`config.mk`:
```
export PLATFORM = sky130hd
export DESIGN_NAME = dsss_mod
export DESIGN_NICKNAME = d
export VERILOG_FILES = /design/src/rtl/dsss_pkg.sv /design/src/rtl/dsss_nco.sv /design/src/rtl/dsss_code_gen.sv /design/src/rtl/dsss_chan.sv /design/src/rtl/dsss_mod.sv
export SDC_FILE = /design/constraint.sdc
export NUM_CORES = 1
export LEC_CHECK = 0
export BUFFER_PORTS_ARGS = -buffer_cell sky130_fd_sc_hd__buf_2
export CAP_MARGIN = 5
export CELL_PAD_IN_SITES_DETAIL_PLACEMENT = 0
export CELL_PAD_IN_SITES_GLOBAL_PLACEMENT = 1
export CORE_MARGIN = 1
export CORE_UTILIZATION = 43
export CTS_CLUSTER_DIAMETER = 80
export DETAILED_ROUTE_END_ITERATION = 7
export PLACE_DENSITY = 0.79
export REMOVE_ABC_BUFFERS = 1
export SLEW_MARGIN = 40
export SYNTH_ARGS = -nofsm -noshare
export SYNTH_HDL_FRONTEND = slang
export SYNTH_SLANG_ARGS = --single-unit
```
`constraint.sdc`:
```
create_clock -name clk -period 4.3 [get_ports clk]
set_input_delay 0.43 -clock clk [delete_from_list [all_inputs] [get_ports clk]]
set_output_delay 0.43 -clock clk [all_outputs]
set_load 0.005 [all_outputs]
```
`src/rtl/dsss_pkg.sv`:
```
package dsss_pkg;

  typedef enum logic [1:0] {
    SRC_OFF  = 2'd0,
    SRC_EXT  = 2'd1,
    SRC_PRBS = 2'd2,
    SRC_ZERO = 2'd3
  } src_e;

  localparam int unsigned SR_W = 11;
  localparam logic [SR_W-1:0] PRBS_INIT = '1;

  // x^11 + x^9 + 1 : feedback from stages 10 and 8, shifted in at stage 0
  function automatic logic [SR_W-1:0] sr_step(input logic [SR_W-1:0] s);
    return {s[SR_W-2:0], s[10] ^ s[8]};
  endfunction

endpackage

```
`src/rtl/dsss_nco.sv`:
```
module dsss_nco #(
  parameter int unsigned ACC_W = 32
) (
  input  logic             clk,
  input  logic             rst_n,
  input  logic             en,
  input  logic [ACC_W-1:0] inc,
  output logic             tick
);

  logic [ACC_W-1:0] acc_q, acc_d;
  logic [ACC_W-1:0] sum;
  logic             carry;
  logic             tick_q, tick_d;

  always_comb begin
    {carry, sum} = {1'b0, acc_q} + {1'b0, inc};
    if (en) begin
      acc_d  = sum;
      tick_d = carry;
    end else begin
      acc_d  = '0;
      tick_d = 1'b0;
    end
  end

  always_ff @(posedge clk or negedge rst_n) begin
    if (!rst_n) begin
      acc_q  <= '0;
      tick_q <= 1'b0;
    end else begin
      acc_q  <= acc_d;
      tick_q <= tick_d;
    end
  end

  assign tick = tick_q;

  AST_NO_BACK_TO_BACK: assert property (@(posedge clk) disable iff (!rst_n)
    (tick_q && !inc[ACC_W-1] && !$past(inc[ACC_W-1])) |=> !tick_q);

endmodule

```
`src/rtl/dsss_code_gen.sv`:
```
module dsss_code_gen
  import dsss_pkg::*;
#(
  parameter int unsigned CODE_LEN = 2047
) (
  input  logic            clk,
  input  logic            rst_n,
  input  logic            run,
  input  logic            adv,
  input  logic [SR_W-1:0] seed,
  output logic            code_bit
);

  localparam int unsigned CNT_W = (CODE_LEN > 2) ? $clog2(CODE_LEN) : 1;
  localparam logic [CNT_W-1:0] LAST = CNT_W'(CODE_LEN - 1);

  logic [SR_W-1:0]  sr_q, sr_d;
  logic [CNT_W-1:0] cnt_q, cnt_d;
  logic             wrap;

  assign wrap = (cnt_q == LAST);

  always_comb begin
    sr_d  = sr_q;
    cnt_d = cnt_q;
    if (!run) begin
      sr_d  = seed;
      cnt_d = '0;
    end else if (adv) begin
      if (wrap) begin
        sr_d  = seed;
        cnt_d = '0;
      end else begin
        sr_d  = sr_step(sr_q);
        cnt_d = cnt_q + 1'b1;
      end
    end
  end

  always_ff @(posedge clk or negedge rst_n) begin
    if (!rst_n) begin
      sr_q  <= '0;
      cnt_q <= '0;
    end else begin
      sr_q  <= sr_d;
      cnt_q <= cnt_d;
    end
  end

  assign code_bit = sr_q[SR_W-1];

  AST_CODE_RELOAD: assert property (@(posedge clk) disable iff (!rst_n)
    (run && adv && wrap) |=> (sr_q == $past(seed)));

  AST_SEED_HOLD: assert property (@(posedge clk) disable iff (!rst_n)
    !run |=> (sr_q == $past(seed) && cnt_q == '0));

endmodule

```
`src/rtl/dsss_chan.sv`:
```
module dsss_chan
  import dsss_pkg::*;
#(
  parameter int unsigned ACC_W    = 32,
  parameter int unsigned CODE_LEN = 2047
) (
  input  logic             clk,
  input  logic             rst_n,
  input  logic             en,
  input  logic             chip_tick,
  input  logic [ACC_W-1:0] rate,
  input  logic [1:0]       src,
  input  logic [SR_W-1:0]  seed,
  input  logic             ext_bit,
  output logic             ext_take,
  output logic             chip
);

  src_e            sel;
  logic            run;
  logic            sym_tick;
  logic            code_bit;
  logic            data_q, data_d;
  logic [SR_W-1:0] prbs_q, prbs_d;
  logic            chip_q, chip_d;

  assign sel = src_e'(src);
  assign run = en && (sel != SRC_OFF);

  dsss_nco #(.ACC_W(ACC_W)) u_sym (
    .clk  (clk),
    .rst_n(rst_n),
    .en   (run),
    .inc  (rate),
    .tick (sym_tick)
  );

  dsss_code_gen #(.CODE_LEN(CODE_LEN)) u_code (
    .clk     (clk),
    .rst_n   (rst_n),
    .run     (run),
    .adv     (chip_tick),
    .seed    (seed),
    .code_bit(code_bit)
  );

  always_comb begin
    data_d = data_q;
    prbs_d = prbs_q;
    if (!run) begin
      data_d = 1'b0;
      prbs_d = PRBS_INIT;
    end else if (sym_tick) begin
      case (sel)
        SRC_EXT:  data_d = ext_bit;
        SRC_PRBS: begin
          data_d = prbs_q[SR_W-1];
          prbs_d = sr_step(prbs_q);
        end
        default:  data_d = 1'b0;
      endcase
    end
  end

  always_comb begin
    chip_d = chip_q;
    if (!run)           chip_d = 1'b0;
    else if (chip_tick) chip_d = data_q ^ code_bit;
  end

  always_ff @(posedge clk or negedge rst_n) begin
    if (!rst_n) begin
      data_q <= 1'b0;
      prbs_q <= PRBS_INIT;
      chip_q <= 1'b0;
    end else begin
      data_q <= data_d;
      prbs_q <= prbs_d;
      chip_q <= chip_d;
    end
  end

  assign ext_take = run && sym_tick && (sel == SRC_EXT);
  assign chip     = chip_q;

  AST_DATA_HOLD: assert property (@(posedge clk) disable iff (!rst_n)
    (run && !sym_tick) |=> $stable(data_q));

  AST_EXT_CAPTURE: assert property (@(posedge clk) disable iff (!rst_n)
    ext_take |=> (data_q == $past(ext_bit)));

  AST_PRBS_NONZERO: assert property (@(posedge clk) disable iff (!rst_n)
    prbs_q != '0);

  AST_OFF_ZERO: assert property (@(posedge clk) disable iff (!rst_n)
    !run |=> !chip_q);

endmodule

```
`src/rtl/dsss_mod.sv`:
```
module dsss_mod
  import dsss_pkg::*;
#(
  parameter int unsigned ACC_W    = 32,
  parameter int unsigned CODE_LEN = 2047
) (
  input  logic             clk,
  input  logic             rst_n,
  input  logic             mod_en,
  input  logic [ACC_W-1:0] chip_inc,
  input  logic [ACC_W-1:0] i_rate,
  input  logic [ACC_W-1:0] q_rate,
  input  logic [1:0]       i_src,
  input  logic [1:0]       q_src,
  input  logic [7:0]       i_seed_lo,
  input  logic [2:0]       i_seed_hi,
  input  logic [7:0]       q_seed_lo,
  input  logic [2:0]       q_seed_hi,
  input  logic             i_ext_bit,
  input  logic             q_ext_bit,
  output logic             i_ext_take,
  output logic             q_ext_take,
  output logic             chip_stb,
  output logic             i_chip,
  output logic             q_chip
);

  localparam int unsigned N_CH = 2;

  logic                 chip_tick;
  logic                 stb_q, stb_d;
  logic [ACC_W-1:0]     rate_a [N_CH];
  logic [1:0]           src_a  [N_CH];
  logic [SR_W-1:0]      seed_a [N_CH];
  logic [N_CH-1:0]      ext_a;
  logic [N_CH-1:0]      take_a;
  logic [N_CH-1:0]      chip_a;

  assign rate_a[0] = i_rate;
  assign rate_a[1] = q_rate;
  assign src_a[0]  = i_src;
  assign src_a[1]  = q_src;
  assign seed_a[0] = {i_seed_hi, i_seed_lo};
  assign seed_a[1] = {q_seed_hi, q_seed_lo};
  assign ext_a     = {q_ext_bit, i_ext_bit};

  dsss_nco #(.ACC_W(ACC_W)) u_chip_nco (
    .clk  (clk),
    .rst_n(rst_n),
    .en   (mod_en),
    .inc  (chip_inc),
    .tick (chip_tick)
  );

  for (genvar c = 0; c < N_CH; c++) begin : g_ch
    dsss_chan #(.ACC_W(ACC_W), .CODE_LEN(CODE_LEN)) u_chan (
      .clk      (clk),
      .rst_n    (rst_n),
      .en       (mod_en),
      .chip_tick(chip_tick),
      .rate     (rate_a[c]),
      .src      (src_a[c]),
      .seed     (seed_a[c]),
      .ext_bit  (ext_a[c]),
      .ext_take (take_a[c]),
      .chip     (chip_a[c])
    );
  end

  always_comb begin
    stb_d = mod_en && chip_tick;
  end

  always_ff @(posedge clk or negedge rst_n) begin
    if (!rst_n) stb_q <= 1'b0;
    else        stb_q <= stb_d;
  end

  assign chip_stb   = stb_q;
  assign i_chip     = chip_a[0];
  assign q_chip     = chip_a[1];
  assign i_ext_take = take_a[0];
  assign q_ext_take = take_a[1];

  AST_STB_AFTER_TICK: assert property (@(posedge clk) disable iff (!rst_n)
    chip_stb |-> $past(chip_tick));

  AST_IDLE_OUTPUTS: assert property (@(posedge clk) disable iff (!rst_n)
    !mod_en |=> (!chip_stb && !i_chip && !q_chip));

  AST_IDLE_NO_TAKE: assert property (@(posedge clk) disable iff (!rst_n)
    !mod_en |-> (!i_ext_take && !q_ext_take));

endmodule

```
### Word-level counts from Yosys, hierarchy flattened

Index checks and enable logic that the tools add are counted.

* RAM bits: 0
* register bits after elaboration: 170
* memories kept: 0
* bits in read-only memories: 0
* bits in latches: 0
* input port bits: 127

* shift-type cells: 0
* reductions and logical operators: 11
* multiply operators: 0
* add/sub/neg operators: 5
* divide/modulo/power cells: 0
* order comparisons: 0
* equality and inequality tests: 12
* bitwise operators: 6
* multiplexer cells: 34

Operator list (number)
* $mux 11: 18
* $add 32x32->33: 3
* $mux 32: 3
* $add 11x1->11 const B: 2
* $eq 11x11->1 const B: 2
* $ne 2x2->1 const B: 6
* $mux 1: 11
* $logic_and 1x1->1: 7
* $xor 1x1->1: 6
* $eq 2x1->1 const B: 2
* $eq 2x2->1 const B: 2
* $pmux 1 s2: 2
* $reduce_and 2->1: 2
* $reduce_bool 2->1: 2

### Longest topological paths before layout

* word-level depth: 4
* gate-level depth with buffers: 12
* mapped depth without buffers: 12

### By module

Synthesis repeated with hierarchy kept, for this count alone.

* cells, all modules: 1327
* area total of the unflattened synthesis: 12360.6 µm²

By module, submodules not included
* dsss_nco at g_ch[1].u_chan.u_sym ...: seq. area each 825.8 µm², instances 2, area an instance 2874.0 µm², cells an instance 327
* dsss_nco at g_ch[0].u_chan.u_sym: seq. area each 825.8 µm², instances 1, area an instance 2802.7 µm², cells an instance 327
* dsss_code_gen: seq. area each 550.5 µm², instances 2, area an instance 1272.5 µm², cells an instance 127
* dsss_chan: seq. area each 339.1 µm², instances 2, area an instance 616.8 µm², cells an instance 45
* dsss_mod: seq. area each 25.0 µm², instances 1, area an instance 31.3 µm², cells an instance 2

### Worst setup path before layout

Ideal clock, no wire load.

* path type: input port to flip-flop
* start point: input chip_inc[1]
* end point: register u_chip_nco.acc_q[25]
* library setup time: 0.079 ns
* data arrival time: 2.596 ns
* data required time: 4.221 ns
* cell stages on the path: 10
* setup slack: 1.624 ns
* path buffers: 0
* cells stage by stage: ha_1 > a21o_1 > a21o_1 > a211oi_2 > o31ai_2 > a311o_1 > a41oi_2 > nor3_2 > a221oi_2 > mux2i_1

* cells in the longest elaborated chain, start to end: 2

RTL lines
* start, declared: RTL line dsss_mod.sv:10 `input logic [ACC_W-1:0] chip_inc,`
* $add 32x32->33: RTL line dsss_nco.sv:17 `{carry, sum} = {1'b0, acc_q} + {1'b0, inc};`
* $mux 32: RTL line dsss_nco.sv:18 `if (en) begin`
* net u_chip_nco.acc_d[25]: RTL line dsss_nco.sv:11 `logic [ACC_W-1:0] acc_q, acc_d;`
* end signal, assigned: RTL line dsss_nco.sv:29 `acc_q <= '0;`
* end signal, assigned: RTL line dsss_nco.sv:32 `acc_q <= acc_d;`
* end, declared: RTL line dsss_nco.sv:11

The timed path passes the listed nets, and every way through them passes these cells.
A chain may end at the register's enable or synchronous reset.

### Final worst setup path

* start point: register g_ch[0].u_chan.u_sym.acc_q[0]
* end point: register g_ch[0].u_chan.u_sym.tick_q

* cells in the longest elaborated chain, start to end: 2

RTL lines
* start, declared: RTL line dsss_nco.sv:11
* start signal, assigned: RTL line dsss_nco.sv:29
* start signal, assigned: RTL line dsss_nco.sv:32
* $add 32x32->33: RTL line dsss_nco.sv:17
* $mux 1: RTL line dsss_nco.sv:18
* net g_ch[0].u_chan.u_sym.tick_d: RTL line dsss_nco.sv:14 `logic tick_q, tick_d;`
* end signal, assigned: RTL line dsss_nco.sv:33 `tick_q <= tick_d;`
* end, declared: RTL line dsss_nco.sv:14

The timed path passes the listed nets, and every way through them passes these cells.

==> results.cfg <==
[critical_path]
cp_top_family = compound AO/OA/AOI/OAI gates
slowest_stage = a21boi_0
critical_path_class = reg -> reg
cp.depth = 12
r2r_end = g_ch[0].u_chan.u_sym.tick
arrival_ps = 3380
cp.required_ps = 4640
path_cells = ha_1, inv_1, fa_1, nor2b_1, o21ai_0, a21boi_0, o211ai_1, a31oi_1, o22ai_1, o21ai_0, nand4_1, a21oi_1
critPathCaptureType = flip-flop
max_stage_delay_ps = 460
start_kind = flip-flop
crit_fanout = 5
reg2regPathDepth = 12
regToRegSetupSlack_ps = 1260
critPathBufInv = 1
worst_path_most_repeated_cell = o21ai_0
r2r-start = g_ch[0].u_chan.u_sym.acc_q[0]

[detailed_routing]
drc = 0
wl_um = 24580
via_per_inst = 5.360
drtIter0Drc = 479
antenna_left = 0
drt_pre_antenna_iters = 5
vias = 9042
wire_per_inst_um = 14.57

[logic_synthesis]
yosysTopAreaCellShare = 0.3336
synth_seq_cells = 170
synthTopCellsByArea = dfrtp_1 (33%), ha_1 (12%), dfstp_2 (5.2%)
synth_seq_area_share = 0.3856
synth_top_cell_by_area = dfrtp_1
synth-async-reset-ratio = 1.000
syn_inst = 1228
synthesis.area_um2 = 11100
synth_edf_count = 0
ys_warn_count = 0
avgSynthCellArea_um2 = 9.042
ys_types = 57
synth_flop_cell = dfrtp_1

[cells_and_area]
layout_common_cells = dfrtp_1 (148), nand2_1 (131), buf_2 (130), ha_1 (106), nor2_1 (103)
syn_to_final_growth_pct = 14.91
fillers = 2416
post-route-util = 0.5052
fin_area_um2 = 12760
num_antenna_cells = 0
nets = 1580
drive_gt1_frac = 0.1540
final_common_cell = dfrtp_1

[floorplan]
boundaryPins = 132
die-area_um2 = 26470
fp.coreArea_um2 = 25250
die_w_um = 162.7
fp.dieH_um = 162.7
start_util = 0.4397
row_count = 58

[power]
power.leakage_nw = 6.495
power_frac_seq = 0.319
p_int_mw = 4.116
p_per_area_nw_per_um2 = 510.1
p_sw_frac = 0.3675
combPwrFrac = 0.431
peakVddDrop_mv = 0.2856
p_sw_mw = 2.392
power_frac_clock = 0.251

[cts]
holdBufCountCts = 0
clk_pin_slew_ps = 70
cts_sinks = 170
cts-resized-gates = 0
root_buffer = clkbuf_16
cts_tree = done
insertion_delay_ps = 430
cts_made_buffers = 17
post_cts_buffers = 0
htree_levels = 4
clockBufferDepth = 2

[sta]
max_freq_mhz = 328.9
drv_slew = 0
rsz0062_at_grt = false
fin_crit_ps = 3041
timing.slew.headroom = 0.5147
fin_tns_setup_ps = 0
finalClockSkew_ps = 19.78
fin_crit_sh = 0.7072
setup_viol = 0
worst_slew_pin_slew_ps = 727.9
hold_viol_final = 0

[grt]
grt_first_pass_wirelength_um = 42460
grt_pass1_vias = 8951
grt_use_total = 0.1969
grt.overflow.total = 0
grt_max_degree = 97
antenna_found_initial = 0

[min_path]
worstHoldStart = q_seed_lo[6]
hold_class = in -> reg
whs_endpoint = g_ch[1].u_chan.u_code.sr_q[6]
hold_depth = 3

[placed_design]
port_buffers = 131
dpl_cell_area_um2 = 12110
finalWeightedCongestion = 0.8499
dpl.hpwl_um = 17820

[status]
outcome = completed

[job]
cap_violations = 0
## worst min-delay path, stage by stage
cell and delay [ps]:
buf_2 80, a222oi_1 70, inv_1 50
## sequential cells by signal, indices dropped and copies added (netlist names)
register / flops
g_ch.u_chan.u_sym.acc_q: 64
g_ch.u_chan.u_code.cnt_q: 22
g_ch.u_chan.chip: 2
u_chip_nco.tick: 1
chip_stb: 1
g_ch.u_chan.data_q: 2
g_ch.u_chan.u_sym.tick: 2
g_ch.u_chan.u_code.sr_q: 22
u_chip_nco.acc_q: 32
g_ch.u_chan.prbs_q: 22
## metal layers
layer	vias up	track usage	routed length (um)
met4	0	0.04376	223
li1	4637	-	-
met5	-	0	0
met1	4253	0.2725	12130
met3	13	0.03361	810
met2	139	0.3205	11420
## cells by family after synthesis
| kind of cell | after synthesis | synth area share |
|---|---|---|
| buf+inv | 83 | 0.02806 |
| mux | 19 | 0.01713 |
| simple gates | 423 | 0.1797 |
| flops | 170 | 0.3856 |
| xor+xnor | 75 | 0.05916 |
| compound gates | 349 | 0.2054 |
| fa+ha+maj | 109 | 0.1249 |
## area by class of cell
class,count,area [um^2],share of cell area
Tap cell,330,412.9,0.03236
Clock inverter,14,183.9,0.01442
Multi-Input combinational cell,975,6529,0.5117
Timing Repair Buffer,141,775.7,0.06080
Inverter,39,146.4,0.01147
Sequential cell,170,4282,0.3356
Clock buffer,18,429.2,0.03364
## Yosys cell counts (17+ instances only)
master,instances
dfrtp_1,148
nand2_1,131
ha_1,106
nor2_1,105
o21ai_0,85
a21oi_1,80
a21o_1,68
nand3_1,45
clkbuf_1,44
inv_1,39
xor2_1,39
xnor2_1,36
and2_1,34
a31oi_1,24
dfstp_2,22
and3_1,20
mux2i_1,19
nand2b_1,18
nor3_1,18
nand4_1,17
nor2b_1,17
## stage by stage
| step | instances | power, mW | hold slack [ps] | setup slack [ps] |
|---|---|---|---|---|
| 3_5_place_dp | 1653 | 4.896 | 469.8 | 1124 |
| 3_3_place_gp | 1652 | 4.864 | 462.6 | 1183 |
| 2_1_floorplan | 1184 | 4.280 | 134.4 | 1486 |
| 5_1_grt | 1687 | 7.048 | 205.7 | 917.0 |
| 6_report | 1687 | 6.508 | 227.8 | 1259 |
| 4_1_cts | 1685 | 6.576 | 56.30 | 1276 |
## how the worst max path moves through the flow
stage | startpoint | end | slack (ps)
final | g_ch[0].u_chan.u_sym.acc_q[0] | g_ch[0].u_chan.u_sym.tick | 1260
after detailed placement | i_rate[0] | g_ch[0].u_chan.u_sym.tick | 1120
after floorplan | q_src[0] | g_ch[1].u_chan.u_code.sr_q[1] | 1490
after CTS | g_ch[0].u_chan.u_sym.acc_q[0] | g_ch[0].u_chan.u_sym.tick | 1280
after global routing | g_ch[0].u_chan.u_sym.acc_q[0] | g_ch[0].u_chan.u_sym.tick | 920
after global placement | i_rate[0] | g_ch[0].u_chan.u_sym.tick | 1180
## power groups by stage
| stage | logic, mW | clock network, mW | registers (mW) |
|---|---|---|---|
| floorplan | 2.22 | 0 | 2.06 |
| global placement | 2.77 | 0 | 2.10 |
| detailed placement | 2.79 | 0 | 2.11 |
| CTS | 2.81 | 1.69 | 2.08 |
| global route | 3.18 | 1.75 | 2.11 |
| finish | 2.80 | 1.63 | 2.07 |
No activity file was read; power rests on OpenSTA's default activity.
